**src/rtl/uic_pkg.sv**
```systemverilog
package uic_pkg;

    // register offsets inside the 0x40-byte window
    localparam int OFS_ERR  = 'h04;
    localparam int OFS_CTRL = 'h10;
    localparam int OFS_FLAG = 'h18;
    localparam int OFS_IDR  = 'h1C;
    localparam int OFS_RXLV = 'h38;
    localparam int OFS_TXLV = 'h3C;

    // interrupt source positions in the identification register
    localparam int SRC_N  = 4;
    localparam int SRC_MS = 0;
    localparam int SRC_RX = 1;
    localparam int SRC_TX = 2;
    localparam int SRC_TO = 3;

    typedef struct packed {
        logic       loopback;
        logic       to_ie;
        logic       tx_ie;
        logic       rx_ie;
        logic       ms_ie;
        logic [1:0] rsvd;
        logic       enable;
    } ctrl_t;

    typedef struct packed {
        logic tx_empty;
        logic rx_full;
        logic tx_full;
        logic rx_empty;
        logic busy;
        logic dcd;
        logic dsr;
        logic cts;
    } flags_t;

    typedef struct packed {
        logic overrun;
        logic brk;
        logic parity;
        logic frame;
    } err_t;

    // per-source enables, all forced off while the port is disabled
    function automatic logic [SRC_N-1:0] src_enables(ctrl_t c);
        return c.enable ? {c.to_ie, c.tx_ie, c.rx_ie, c.ms_ie} : '0;
    endfunction

    function automatic ctrl_t ctrl_from_bus(logic [7:0] w);
        ctrl_t c;
        c      = ctrl_t'(w);
        c.rsvd = '0;
        return c;
    endfunction

endpackage

```
**src/rtl/uic_sync.sv**
```systemverilog
module uic_sync #(
    parameter int W      = 3,
    parameter int STAGES = 2
) (
    input  logic         clk,
    input  logic         rst,
    input  logic [W-1:0] d,
    output logic [W-1:0] q
);
    logic [W-1:0] stg [STAGES];

    always_ff @(posedge clk) begin
        if (rst) begin
            for (int k = 0; k < STAGES; k++) stg[k] <= '0;
        end else begin
            stg[0] <= d;
            for (int k = 1; k < STAGES; k++) stg[k] <= stg[k-1];
        end
    end

    assign q = stg[STAGES-1];
endmodule

```
**src/rtl/uic_timeout.sv**
```systemverilog
module uic_timeout #(
    parameter int TMO_BITS = 32
) (
    input  logic clk,
    input  logic rst,
    input  logic bit_tick,
    input  logic rx_push,
    input  logic rx_nonempty,
    output logic tmo_evt
);
    localparam int CW = $clog2(TMO_BITS + 1);

    logic [CW-1:0] cnt;

    always_ff @(posedge clk) begin
        if (rst) begin
            cnt <= '0;
        end else if (!rx_nonempty || rx_push) begin
            cnt <= '0;
        end else if (bit_tick && cnt < CW'(TMO_BITS)) begin
            cnt <= cnt + 1'b1;
        end
    end

    // one strobe on the tick that completes the quiet window
    assign tmo_evt = rx_nonempty && !rx_push && bit_tick && (cnt == CW'(TMO_BITS - 1));

    assert_tmo_bound_R6: assert property (@(posedge clk) disable iff (rst)
        cnt <= CW'(TMO_BITS));

    assert_tmo_restart_R6: assert property (@(posedge clk) disable iff (rst)
        (rx_push || !rx_nonempty) |=> cnt == '0);
endmodule

```
**src/rtl/uic_pending.sv**
```systemverilog
module uic_pending #(
    parameter int N = 4
) (
    input  logic         clk,
    input  logic         rst,
    input  logic [N-1:0] ev,
    input  logic [N-1:0] en,
    input  logic         clr,
    output logic [N-1:0] pend,
    output logic         irq
);
    for (genvar i = 0; i < N; i++) begin : g_src
        logic bit_q;

        always_ff @(posedge clk) begin
            if (rst)                 bit_q <= 1'b0;
            else if (ev[i] && en[i]) bit_q <= 1'b1;
            else if (clr)            bit_q <= 1'b0;
        end

        assign pend[i] = bit_q;

        assert_masked_no_set_R7: assert property (@(posedge clk) disable iff (rst)
            (!bit_q && !en[i]) |=> !bit_q);

        assert_event_wins_R8: assert property (@(posedge clk) disable iff (rst)
            (ev[i] && en[i]) |=> bit_q);

        assert_clear_R8: assert property (@(posedge clk) disable iff (rst)
            (clr && !(ev[i] && en[i])) |=> !bit_q);
    end

    always_ff @(posedge clk) begin
        if (rst) irq <= 1'b0;
        else     irq <= |(pend & en);
    end

    assert_irq_masked_R9: assert property (@(posedge clk) disable iff (rst)
        ((pend & en) == '0) |=> !irq);
endmodule

```
**src/rtl/uart_evt_ctrl.sv**
```systemverilog
module uart_evt_ctrl
    import uic_pkg::*;
#(
    parameter int ADDR_W      = 6,
    parameter int DATA_W      = 32,
    parameter int DEPTH       = 16,
    parameter int TMO_BITS    = 32,
    parameter int SYNC_STAGES = 2,
    localparam int LVL_W      = $clog2(DEPTH + 1)
) (
    input  logic              clk,
    input  logic              rst,
    input  logic              bus_sel,
    input  logic              bus_wr,
    input  logic [ADDR_W-1:0] bus_addr,
    input  logic [DATA_W-1:0] bus_wdata,
    output logic [DATA_W-1:0] bus_rdata,
    input  logic              rx_push,
    input  logic [LVL_W-1:0]  rx_count,
    input  logic [LVL_W-1:0]  tx_count,
    input  logic              tx_busy,
    input  logic              bit_tick,
    input  logic              err_frame,
    input  logic              err_parity,
    input  logic              err_break,
    input  logic              err_overrun,
    input  logic              cts_in,
    input  logic              dsr_in,
    input  logic              dcd_in,
    output logic              irq
);
    ctrl_t             ctrl_q;
    err_t              err_q, err_in;
    logic [LVL_W-1:0]  rx_lvl_q, tx_lvl_q;
    logic [2:0]        modem_s;
    logic              cts_prev, tx_cond_q;
    logic [SRC_N-1:0]  ev, en, pend;
    logic              tmo_evt;
    flags_t            flags;
    logic              unused_wdata;

    assign unused_wdata = ^bus_wdata[DATA_W-1:8];

    // register write strobes
    logic wr_stb, wr_ctrl, wr_err, wr_idr, wr_rxlv, wr_txlv;
    assign wr_stb  = bus_sel && bus_wr;
    assign wr_ctrl = wr_stb && bus_addr == ADDR_W'(OFS_CTRL);
    assign wr_err  = wr_stb && bus_addr == ADDR_W'(OFS_ERR);
    assign wr_idr  = wr_stb && bus_addr == ADDR_W'(OFS_IDR);
    assign wr_rxlv = wr_stb && bus_addr == ADDR_W'(OFS_RXLV);
    assign wr_txlv = wr_stb && bus_addr == ADDR_W'(OFS_TXLV);

    always_ff @(posedge clk) begin
        if (rst) begin
            ctrl_q   <= '0;
            rx_lvl_q <= LVL_W'(1);
            tx_lvl_q <= '0;
        end else begin
            if (wr_ctrl) ctrl_q   <= ctrl_from_bus(bus_wdata[7:0]);
            if (wr_rxlv) rx_lvl_q <= bus_wdata[LVL_W-1:0];
            if (wr_txlv) tx_lvl_q <= bus_wdata[LVL_W-1:0];
        end
    end

    // sticky line errors; a strobe beats a clearing write
    assign err_in = '{overrun: err_overrun, brk: err_break, parity: err_parity, frame: err_frame};

    always_ff @(posedge clk) begin
        if (rst) err_q <= '0;
        else     err_q <= (wr_err ? err_t'('0) : err_q) | err_in;
    end

    // modem inputs: {dcd, dsr, cts}
    uic_sync #(.W(3), .STAGES(SYNC_STAGES)) u_sync (
        .clk (clk),
        .rst (rst),
        .d   ({dcd_in, dsr_in, cts_in}),
        .q   (modem_s)
    );

    // receive source: count after the push reaches the level (0 counts as 1)
    logic [LVL_W:0] rx_after, rx_thr;
    assign rx_after = {1'b0, rx_count} + (LVL_W+1)'(1);
    assign rx_thr   = (rx_lvl_q == '0) ? (LVL_W+1)'(1) : {1'b0, rx_lvl_q};

    // transmit source: count falls to the level
    logic tx_cond;
    assign tx_cond = tx_count <= tx_lvl_q;

    always_ff @(posedge clk) begin
        if (rst) begin
            cts_prev  <= 1'b0;
            tx_cond_q <= 1'b0;
        end else begin
            cts_prev  <= modem_s[0];
            tx_cond_q <= tx_cond;
        end
    end

    uic_timeout #(.TMO_BITS(TMO_BITS)) u_tmo (
        .clk         (clk),
        .rst         (rst),
        .bit_tick    (bit_tick),
        .rx_push     (rx_push),
        .rx_nonempty (rx_count != '0),
        .tmo_evt     (tmo_evt)
    );

    assign ev[SRC_MS] = modem_s[0] ^ cts_prev;
    assign ev[SRC_RX] = rx_push && (rx_after >= rx_thr);
    assign ev[SRC_TX] = tx_cond && !tx_cond_q;
    assign ev[SRC_TO] = tmo_evt;
    assign en         = src_enables(ctrl_q);

    uic_pending #(.N(SRC_N)) u_pend (
        .clk  (clk),
        .rst  (rst),
        .ev   (ev),
        .en   (en),
        .clr  (wr_idr),
        .pend (pend),
        .irq  (irq)
    );

    // live flags
    always_comb begin
        flags          = '0;
        flags.cts      = modem_s[0];
        flags.dsr      = modem_s[1];
        flags.dcd      = modem_s[2];
        flags.busy     = tx_busy;
        flags.rx_empty = rx_count == '0;
        flags.tx_full  = tx_count == LVL_W'(DEPTH);
        flags.rx_full  = rx_count == LVL_W'(DEPTH);
        flags.tx_empty = tx_count == '0;
    end

    // read mux
    always_comb begin
        bus_rdata = '0;
        if (bus_sel && !bus_wr) begin
            case (bus_addr)
                ADDR_W'(OFS_ERR):  bus_rdata = DATA_W'(err_q);
                ADDR_W'(OFS_CTRL): bus_rdata = DATA_W'(ctrl_q);
                ADDR_W'(OFS_FLAG): bus_rdata = DATA_W'(flags);
                ADDR_W'(OFS_IDR):  bus_rdata = DATA_W'(pend);
                ADDR_W'(OFS_RXLV): bus_rdata = DATA_W'(rx_lvl_q);
                ADDR_W'(OFS_TXLV): bus_rdata = DATA_W'(tx_lvl_q);
                default:           bus_rdata = '0;
            endcase
        end
    end

    assert_err_sticky_R10: assert property (@(posedge clk) disable iff (rst)
        !wr_err |=> ((err_q & $past(err_q)) == $past(err_q)));

    assert_err_clear_R10: assert property (@(posedge clk) disable iff (rst)
        (wr_err && err_in == '0) |=> err_q == '0);

    assert_ctrl_rsvd_R2: assert property (@(posedge clk) disable iff (rst)
        ctrl_q.rsvd == '0);

    assert_off_no_irq_R7: assert property (@(posedge clk) disable iff (rst)
        (!ctrl_q.enable && !$past(ctrl_q.enable)) |-> !irq);
endmodule

```
**config.mk**
```make
export PLATFORM = sky130hd
export DESIGN_NAME = uart_evt_ctrl
export DESIGN_NICKNAME = d
export VERILOG_FILES = /design/src/rtl/uic_pkg.sv /design/src/rtl/uic_sync.sv /design/src/rtl/uic_timeout.sv /design/src/rtl/uic_pending.sv /design/src/rtl/uart_evt_ctrl.sv
export SDC_FILE = /design/constraint.sdc
export NUM_CORES = 1
export LEC_CHECK = 0
export BUFFER_PORTS_ARGS = -buffer_cell sky130_fd_sc_hd__buf_4
export CAP_MARGIN = 30
export CORE_MARGIN = 2
export CORE_UTILIZATION = 35
export CTS_BUF_LIST = sky130_fd_sc_hd__clkbuf_2 sky130_fd_sc_hd__clkbuf_4 sky130_fd_sc_hd__clkbuf_8
export CTS_CLUSTER_SIZE = 28
export DETAILED_ROUTE_END_ITERATION = 10
export PLACE_DENSITY_LB_ADDON = 0.3
export SLEW_MARGIN = 20
export SYNTH_ARGS = -nofsm -noshare
export SYNTH_HDL_FRONTEND = slang
export SYNTH_HIERARCHICAL = 1
export SYNTH_SLANG_ARGS = --single-unit
```
**constraint.sdc**
```tcl
create_clock -name clk -period 3.95 [get_ports clk]
set_input_delay 0.1975 -clock clk [delete_from_list [all_inputs] [get_ports clk]]
set_output_delay 0.1975 -clock clk [all_outputs]
set_load 0.01 [all_outputs]
```
Yosys cells after proc, flatten, opt, wreduce, memory -nomap -nowiden
Memory sizes are Yosys's and may differ from the RTL's. Index checks and enable logic that the tools add are counted. Widths: inputs -> output; s select.

Memories: 1. Flip-flop bits (word level): 33. Bits in writable memories: 6.

Multiplexer cells: 15. Reduce and logical (&&, ||, !) cells: 32. Bitwise gates (word level): 5. $add $sub $neg: 2. Equal/unequal tests: 9. Order comparisons: 3.

Memories: u_sync.stg (words 2, width 3, read ports 2, clocked after Yosys merged registers in 0, wr ports 2, line uic_sync.sv:10) `logic [W-1:0] stg [STAGES];`.

Operators by type and width (number): $pmux 8 s6 (1); $eq 6x5->1 const B (4); $logic_and 1x1->1 (17); $logic_not 5->1 (3); $eq 6x6->1 const B (2); $eq 5x5->1 const B (2); $mux 1 (8); $mux 4 (2); $mux 8 (1); $reduce_bool 2->1 (4); $add 5x1->6 const B (1); $add 6x1->6 const B (1); $eq 6x3->1 const B (1); $ge 6x5->1 (1); $lt 6x6->1 const B (1); $mux 3 (2); $le 5x5->1 (1); $mux 5 (1); $reduce_bool 5->1 (1); $and 4x4->4 (1); $logic_not 1->1 (4); $or 4x4->4 (1); $reduce_or 4->1 (1); $or 1x1->1 (2); other kinds (3) (3).

Logic depth before layout (Yosys ltp)
Gate-level depths: netlist of run 1.

Word-level depth: 6. Gate-level depth with buffers: 9.

Modules after synthesis
The synthesis of run 1 kept the hierarchy.

By module, submodules not included: uart_evt_ctrl (area each 1679.1 um^2, cells an instance 207, seq. area each 440.4 um^2, instances 1); uic_timeout (area each 287.8 um^2, cells an instance 33, seq. area each 120.1 um^2, instances 1); uic_pending (area each 210.2 um^2, cells an instance 24, seq. area each 100.1 um^2, instances 1); uic_sync (area each 180.2 um^2, cells an instance 15, seq. area each 120.1 um^2, instances 1).

Worst setup path before layout of run 1
OpenSTA, ideal clock, no wires.

Path kind: input -> register. Start: input bus_addr[1]. End: register ctrl_q[0] (netlist bit). Library setup time: 0.128 ns. Arrival: 1.531 ns. Data required time: 3.822 ns. Cell stages on the path: 6. Path slack: 2.292 ns. Cells stage by stage: or3_1 buf_6 or4_4 buf_6 mux2i_1 nor2_1.

Longest elaborated chain between the ends: 2.

RTL lines: start: declaration (line uart_evt_ctrl.sv:15) `input logic [ADDR_W-1:0] bus_addr,`; $eq 6x5->1 (line uart_evt_ctrl.sv:47) `assign wr_ctrl = wr_stb && bus_addr == ADDR_W'(OFS_CTRL);`; $logic_and 1x1->1 (line uart_evt_ctrl.sv:47); end signal: assignment (line uart_evt_ctrl.sv:59) `if (wr_ctrl) ctrl_q <= ctrl_from_bus(bus_wdata[7:0]);`; end: declaration (line uart_evt_ctrl.sv:32) `ctrl_t ctrl_q;`.

No other way between the ends. A chain may end at the register's enable or synchronous reset.

Worst setup path after layout of run 1
Start: input bus_addr[3]. End: output bus_rdata[6].

Longest elaborated chain between the ends: 3. Elaborated cells on any way between the ends: 8.

RTL lines: $eq 6x6->1, or another cell as far along (line uart_evt_ctrl.sv:142) `case (bus_addr)`; $pmux 8 s6 (*) (line uart_evt_ctrl.sv:142); $mux 8 (*) (line uart_evt_ctrl.sv:141) `if (bus_sel && !bus_wr) begin`; end: declaration (line uart_evt_ctrl.sv:17) `output logic [DATA_W-1:0] bus_rdata,`.

Every way passes the cells marked *; elsewhere a longest branch is shown, timed or not.

==> metrics.cfg, run 1 <==
[synthesis]
synth_flop_cell = dfxtp_1
synth_edf_count = 0
synth_most_common_cell = dfxtp_1
synth_cells = 279
syn-cell-area_mm2 = 0.002357
yosysWarningCount = 6
synthTopCellsByCount = dfxtp_1, nor2_1, buf_4
ys_ff_latch = 39
synth-seq-area-share_pct = 33.12
ys_top_cells_by_area = dfxtp_1, buf_4, ha_1
yosys.area.top_type_share_pct = 33.12
synth.avg_cell_area_um2 = 8.449
yosys.area.top_type = dfxtp_1
async_flop_share_pct = 0
synth.distinct_cells = 42

[sta]
rsz0062_at_grt = no
maxSlewViolCount = 0
period_needed_ns = 2.040
finalSetupTns_ns = 0
skew_ns = 0.003908
max_slew_margin_pct = 47.92
tightest_slew_ns = 0.7731
finalSetupViolations = 0
post-route-period-util_pct = 51.65
fmax_mhz = 490.2
finalHoldViolCount = 0

[critical_path]
crit_fanout = 11
crit_arrival_ns = 1.84
startpoint_type = primary input
cp-end-kind = primary output
cp.required_ns = 3.75
r2r_cells = 9
crit_type = primary input to primary output

[power]
switchingPower_mw = 0.1868
power_frac_comb_pct = 12.3
p_int_mw = 0.6396
pwr-share-seq_pct = 49.0
vdd_drop_max_mv = 0.1513
p_total_mw = 0.8264
clockPowerShare_pct = 38.7
p_leak_nw = 1.102
power.density_mw_per_mm2 = 303.9
switching_share_pct = 22.61

[route]
first_pass_iters = 4
drtIter0Drc = 148
wl_per_cell_um = 12.99
dr_total_vias = 1926
drc = 0
top_layer = met4
wl_met3_um = 439
detail_route.vias_per_cell = 4.876
dr_wl_met2_um = 2375
antenna_left = 0
wl_um = 5130
wl_met1_um = 2300

[floorplanning]
rows = 29
fp.dieH_um = 86.07
initial_utilization_pct = 36.70
die-area_mm2 = 0.007407
die_width_um = 86.07
ios = 95
core-area_mm2 = 0.006422

[layout]
regArea_um2 = 780.7
syn_to_final_growth_pct = 15.34
drive_above_1_share_pct = 19.81
num_antenna_cells = 0
nets = 393
final_area_mm2 = 0.002719
fill_cells = 637
multi_input_area_mm2 = 0.001338

[placed_design]
io_buffers = 46
place_area_mm2 = 0.002613
gp_congestion = 0.8064
dp_hpwl_um = 4075

[clocking]
clk_pin_slew_ns = 0.07
cts_sinks = 39
clockBufferDepth = 2
cts_max_level = 2
clock_latency_ns = 0.28
cts_tree = yes
post_cts_resized = 0
clock-root-buffer = clkbuf_8
hold_buffers = 0
cts_setup_buffers = 0
cts_buffers = 5

[outcome]
status = complete, no violations

[hold_path]
hold_depth = 2
hp-class = primary input to flop

[grt]
grt.total_usage_pct = 14.09
grt_overflow = 0
grt_pass1_wl_um = 8307
antenna_found_initial = 0
grt_max_degree = 36
grt_pass1_vias = 1780

[job]
cap_violations = 0

## worst max-delay path: stages
cell	delay, ns
buf_4	0.16
or3b_2	0.46
a21oi_1	0.12
o21ai_0	0.27
nor4_1	0.45
buf_4	0.19
## cell type report
class	count	share of cell area, %
multi-input combinational	212	49.19
sequential	39	28.72
timing repair buffer	46	12.70
tap	77	3.543
clock buffer	6	2.807
inverter	14	1.933
clock inverter	1	1.104
## logic make-up (layout without fill, tap and decap cells)
group                      after synthesis  after routing  synth area share, %
and+or+nand+nor                        105            105                24.04
buffers and inverters                   51             67                13.80
AOI/OAI and AO/OA                       47             47                12.42
DFF                                     39             39                33.12
muxes                                   17             17                7.325
adders and majority gates               13             13                6.900
xor gates and xnor gates                 6              6                2.230
other                                    1             24               0.1591
## power groups by stage
| stage | registers [mW] | clock network (mW) | logic [mW] |
|---|---|---|---|
| after floorplan | 0.412 | 0 | 0.0741 |
| after global placement | 0.414 | 0 | 0.100 |
| after detailed placement | 0.414 | 0 | 0.102 |
| after CTS | 0.405 | 0.332 | 0.102 |
| after global routing | 0.405 | 0.347 | 0.116 |
| final | 0.405 | 0.320 | 0.102 |
## routing by layer
| metal | track usage [%] | up-vias |
|---|---|---|
| met5 | 0 | - |
| met3 | 3.657 | 2 |
| met1 | 18.54 | 861 |
| met2 | 23.26 | 72 |
| li1 | - | 991 |
| met4 | 2.886 | 0 |
## stage by stage
| step | hold WS, ns | utilization (%) | cells | worst slack (ns) |
|---|---|---|---|---|
| after floorplan | 0.2666 | - | 302 | 2.292 |
| final | 0.1251 | 42.33 | 395 | 1.910 |
| after detailed placement | 0.4116 | 40.68 | 388 | 1.889 |
| after global routing | 0.1143 | 42.33 | 395 | 1.821 |
| after CTS | 0.1108 | 42.33 | 395 | 1.888 |
| after global placement | 0.4071 | 40.68 | 388 | 1.874 |
## final timing paths
kind / slack, ns / endpoint / startpoint
worst min-delay path: 0.13 / u_sync/stg[0][1]$_SDFF_PP0_ / dsr_in
worst max register to register: 2.18 / u_pend/g_src[1].bit_q$_SDFFE_PP0P_ / rx_lvl_q[1]$_SDFFE_PP0P_
worst max-delay path: 1.91 / bus_rdata[6] / bus_addr[3]
worst min register to register: 0.44 / u_sync/stg[0][3]$_SDFF_PP0_ / u_sync/stg[0][0]$_SDFF_PP0_
## layout by cell type, fill, tap and decap left out, types with 2 or more instances in the layout
cell type  instances
a21oi_1           20
a222oi_1           2
a22oi_1            8
a31oi_1            4
a32oi_1            2
and2_1             5
buf_4             46
clkbuf_8           5
conb_1            24
dfxtp_1           39
ha_1              13
inv_1             14
mux2_2             2
mux2i_1           15
nand2_1           15
nand2b_1          10
nand3_1            5
nand3b_1           2
nand4b_1           2
nor2_1            33
nor2b_1           11
nor3_1             3
nor3b_1            2
nor4_1             3
o21a_1             2
o21ai_0            6
or3_1              5
or3b_2             3
xnor2_1            3
xor2_1             3
## registers in the layout, indices dropped and copies added (netlist names)
name / cells
u_pend/g_src.bit_q: 4
cts_prev: 1
tx_cond_q: 1
u_tmo/cnt: 6
err_q: 4
u_sync/stg: 6
u_pend/irq: 1
ctrl_q: 6
tx_lvl_q: 5
rx_lvl_q: 5
Power figures use the tool's default switching activity.
==> run 2: changes to the inputs <==
==> constraint.sdc (replaced) <==
create_clock -name clk -period 2 [get_ports clk]
set_input_delay 0.1 -clock clk [delete_from_list [all_inputs] [get_ports clk]]
set_output_delay 0.1 -clock clk [all_outputs]
set_load 0.01 [all_outputs]
==> metrics.cfg, run 2 (same netlist as run 1, synthesis figures left out) <==
[critical_path]
slowest_stage = or3_2
crit_fanout = 4
endpoint = bus_rdata[4]
startpoint_type = primary input
crit_top_cell = buf_4
path_cells = buf_4 > inv_1 > ha_1 > nor3b_1 > nand2b_1 > or3_2 > a31oi_1 > buf_4
timing.rr.end = u_pend/g_src[1].bit_q$_SDFFE_PP0P_
reg2reg_from = rx_lvl_q[1]$_SDFFE_PP0P_
cpPeakStageDelay_ns = 0.43
crit_type = primary input to primary output
cp.required_ns = 1.90
r2r_slack_ns = 0.22
cpLargestDelayFamily = simple AND/OR/NAND/NOR gates
cp-end-kind = primary output
r2r_cells = 9
cp.depth = 8
crit_buf_inv = 3
crit_start = rx_count[0]
crit_arrival_ns = 1.69

[power]
switching_share_pct = 23.33
p_int_mw = 1.264
switchingPower_mw = 0.3846
clockPowerShare_pct = 39.2
p_leak_nw = 1.117
power.density_mw_per_mm2 = 601.4
pwr-share-seq_pct = 48.5
power_frac_comb_pct = 12.3
vdd_drop_max_mv = 0.3510

[route]
antenna_left = 0
detail_route.vias_per_cell = 4.930
wl_per_cell_um = 13.12
dr_total_vias = 1962
drc = 0
drtIter0Drc = 116
wl_um = 5221
first_pass_iters = 6

[sta]
fmax_mhz = 559.9
finalSetupTns_ns = 0
maxSlewViolCount = 0
post-route-period-util_pct = 89.30
finalSetupViolations = 0
finalHoldViolCount = 0
rsz0062_at_grt = no
period_needed_ns = 1.786
skew_ns = 0.007221
worst_slack_ns = 0.2140

[layout]
nets = 396
drive_above_1_share_pct = 20.56
final_core_utilization_pct = 42.68
syn_to_final_growth_pct = 16.30
regArea_um2 = 780.7
fin_cells = 398
num_antenna_cells = 0
fill_cells = 669
layout_commonest_cell = buf_4
layout_common_cells = buf_4, dfxtp_1, nor2_1
top_regs = ctrl_q x6, u_sync/stg x6, u_tmo/cnt x6
multi_input_area_mm2 = 0.001338

[grt]
grt_overflow = 0
grt.total_usage_pct = 14.64
grt_pass1_vias = 1775
grt_pass1_wl_um = 8452
antenna_found_initial = 0
grt_max_degree = 36

[clocking]
cts_setup_buffers = 0
post_cts_resized = 0
hold_buffers = 0
cts_sinks = 39
cts_buffers = 5
clockBufferDepth = 2
cts_max_level = 2
clk_pin_slew_ns = 0.08
clock_latency_ns = 0.29
clock-root-buffer = clkbuf_8
cts_tree = yes

[floorplanning]
rows = 29
ios = 95
core-area_mm2 = 0.006422
initial_utilization_pct = 36.70
die-area_mm2 = 0.007407
die_width_um = 86.07
fp.dieH_um = 86.07

[placed_design]
dpl.cell_count = 391
io_buffers = 46
gp_congestion = 0.7922
dp_hpwl_um = 4094
dpl_worst_slack_ns = 0.2211

[hold_path]
hp-class = primary input to flop

[outcome]
status = complete, no violations

[job]
cap_violations = 0

[run 2: cell count changes in the layout (fill, tap and decap cells not counted), sizes merged]
| cell | change |
|---|---|
| buf | +3 |
[run 2: area by class of cell]
type | instances | share of cell area, %
multi-input combinational | 212 | 48.79
sequential | 39 | 28.48
timing repair buffer | 49 | 13.42
tap | 77 | 3.514
clock buffer | 6 | 2.784
inverter | 14 | 1.917
clock inverter | 1 | 1.095
[run 2: per-stage QoR]
step / hold slack [ns] / instance area [µm²] / power, mW
after CTS: 0.006487 / 2741 / 1.665
after global placement: 0.3094 / 2635 / 1.016
after detailed placement: 0.3145 / 2635 / 1.019
after global routing: 0.007062 / 2741 / 1.736
final: 0.01431 / 2741 / 1.649
after floorplan: 0.1691 / 2444 / 0.9606
[run 2: power by group through the flow]
stage / combinational (mW) / sequential [mW] / clock [mW]
after floorplan: 0.146 / 0.814 / 0
after global placement: 0.199 / 0.817 / 0
after detailed placement: 0.202 / 0.817 / 0
after CTS: 0.203 / 0.799 / 0.663
after global routing: 0.228 / 0.801 / 0.707
final: 0.203 / 0.799 / 0.647
[run 2: worst min-delay path by stage]
stage | start | to | depth (start not counted)
2_1_floorplan | rst | u_pend/g_src[0].bit_q$_SDFFE_PP0P_ | 1
3_3_place_gp | cts_in | u_sync/stg[0][0]$_SDFF_PP0_ | 2
3_5_place_dp | err_overrun | err_q[3]$_SDFF_PP0_ | 3
4_1_cts | dsr_in | u_sync/stg[0][1]$_SDFF_PP0_ | 2
5_1_grt | dcd_in | u_sync/stg[0][2]$_SDFF_PP0_ | 2
6_report | dsr_in | u_sync/stg[0][1]$_SDFF_PP0_ | 2
[run 2: routing by layer]
layer  global-route usage, %  vias up  part of all wire [%]
met1                   19.18      898                    47
met4                   3.463        0                  0.56
met3                   4.331        4                   7.0
met5                       0        -                     0
met2                   23.68       68                    45
li1                        -      992                     -
==> run 3: changes to the inputs <==
==> constraint.sdc (replaced) <==
create_clock -name clk -period 2.1 [get_ports clk]
set_input_delay 0.105 -clock clk [delete_from_list [all_inputs] [get_ports clk]]
set_output_delay 0.105 -clock clk [all_outputs]
set_load 0.01 [all_outputs]
==> metrics.cfg, run 3 (same netlist as run 1, synthesis figures left out) <==
[grt]
grt_overflow = 0
grt_pass1_wl_um = 8645
grt.total_usage_pct = 14.72
antenna_found_initial = 0
grt_max_degree = 36
grt_pass1_vias = 1815

[route]
dr_total_vias = 1959
antenna_left = 0
drtIter0Drc = 119
wl_um = 5285
first_pass_iters = 5
wl_per_cell_um = 13.25
detail_route.vias_per_cell = 4.910
drc = 0

[sta]
hold_ws_ns = 0.02716
period_needed_ns = 1.798
fmax_mhz = 556.1
finalHoldViolCount = 0
rsz0062_at_grt = no
post-route-period-util_pct = 85.64
finalSetupTns_ns = 0
skew_ns = 0.005003
maxSlewViolCount = 0
finalSetupViolations = 0

[clocking]
clockBufferDepth = 2
clk_pin_slew_ns = 0.08
cts_sinks = 39
cts_tree = yes
cts_setup_buffers = 0
clock-root-buffer = clkbuf_8
post_cts_resized = 0
cts_buffers = 5
cts_max_level = 2
hold_buffers = 0
clock_latency_ns = 0.28

[critical_path]
reg2reg_from = rx_lvl_q[1]$_SDFFE_PP0P_
cpPeakStageDelay_ns = 0.43
startpoint_type = primary input
slowest_stage = or3_2
timing.rr.end = u_pend/g_src[1].bit_q$_SDFFE_PP0P_
cp-end-kind = primary output
crit_arrival_ns = 1.69
cp.required_ns = 2.00
crit_top_cell = buf_4
cpLargestDelayFamily = simple AND/OR/NAND/NOR gates
crit_type = primary input to primary output
crit_fanout = 4
r2r_slack_ns = 0.31
crit_buf_inv = 3
path_cells = buf_4 > inv_1 > ha_1 > nor3b_1 > nand2b_1 > or3_2 > a31oi_1 > buf_4
r2r_cells = 9

[power]
pwr-share-seq_pct = 51.9
power.density_mw_per_mm2 = 538.5
vdd_drop_max_mv = 0.4262
p_leak_nw = 1.107
switching_share_pct = 25.84
clockPowerShare_pct = 34.9
switchingPower_mw = 0.3791
p_total_mw = 1.467
power_frac_comb_pct = 13.2
p_int_mw = 1.088

[floorplanning]
ios = 95
core-area_mm2 = 0.006422
die_width_um = 86.07
rows = 29
fp.dieH_um = 86.07
initial_utilization_pct = 36.70
die-area_mm2 = 0.007407

[placed_design]
dp_hpwl_um = 4124
io_buffers = 46
gp_congestion = 0.7868
dpl.cell_count = 391

[hold_path]
hp-class = primary input to flop
min-delay-start = err_break
min_delay_worst_endpoint = err_q[2]$_SDFF_PP0_
hold_depth = 3

[outcome]
status = complete, no violations

[layout]
num_antenna_cells = 0
syn_to_final_growth_pct = 15.55
layout_commonest_cell = buf_4
drive_above_1_share_pct = 20.81
top_regs = ctrl_q x6, u_sync/stg x6, u_tmo/cnt x6
nets = 396
final_core_utilization_pct = 42.41
layout_common_cells = buf_4, dfxtp_1, nor2_1
fin_cells = 399

[job]
cap_violations = 0

-- run 3: changes by cell type in the layout (fill, tap and decap cells not counted) --
cell	change
bufinv_16	-1
clkinv_2	+1
clkinvlp_4	+1
-- run 3: how the worst max path moves through the flow --
| stage | from | to | slack, ns | depth (start not counted) |
|---|---|---|---|---|
| floorplan | bus_addr[1] | ctrl_q[0]$_SDFFE_PP0P_ | 0.53 | 6 |
| global placement | rx_count[0] | bus_rdata[4] | 0.33 | 8 |
| detailed placement | rx_count[0] | bus_rdata[4] | 0.31 | 8 |
| CTS | rx_lvl_q[1]$_SDFFE_PP0P_ | u_pend/g_src[1].bit_q$_SDFFE_PP0P_ | 0.28 | 9 |
| global route | rx_count[0] | bus_rdata[4] | 0.17 | 8 |
| finish | rx_count[0] | bus_rdata[4] | 0.30 | 8 |
-- run 3: worst reg2reg max path, cell delays in order (launching register included) --
cell and delay [ns]:
dfxtp_1 0.39, inv_1 0.08, a41o_1 0.24, ha_1 0.26, nand2b_1 0.09, a21oi_1 0.06
o21a_1 0.18, o21ai_0 0.22, nand2_1 0.07, a21oi_1 0.13
-- run 3: layout make-up --
type / count / area (µm²)
Clock buffer: 6 / 76.32
Clock inverter: 2 / 12.51
Fill cell: 651 / 3699
Inverter: 14 / 52.55
Multi-Input combinational cell: 212 / 1338
Sequential cell: 39 / 780.7
Tap cell: 77 / 96.34
Timing Repair Buffer: 49 / 367.9
-- run 3: metrics by stage --
stage | area (µm²) | worst slack [ns]
after global routing | 2724 | 0.1705
after floorplan | 2444 | 0.5340
after global placement | 2635 | 0.3328
after CTS | 2724 | 0.2753
after detailed placement | 2635 | 0.3095
final | 2724 | 0.3017
-- run 3: power by group through the flow --
| stage | Clock, mW | Combinational (mW) | Sequential, mW |
|---|---|---|---|
| after floorplan | 0 | 0.139 | 0.775 |
| after global placement | 0 | 0.189 | 0.778 |
| after detailed placement | 0 | 0.193 | 0.778 |
| after CTS | 0.523 | 0.194 | 0.761 |
| after global routing | 0.560 | 0.220 | 0.762 |
| final | 0.512 | 0.194 | 0.761 |
-- run 3: metal layers --
layer / track usage [%] / routed length (µm) / vias to the layer above
met5: 0 / 0 / -
met4: 3.752 / 46 / 0
met3: 3.465 / 397 / 5
met2: 23.75 / 2399 / 72
met1: 19.76 / 2441 / 894
li1: - / - / 988
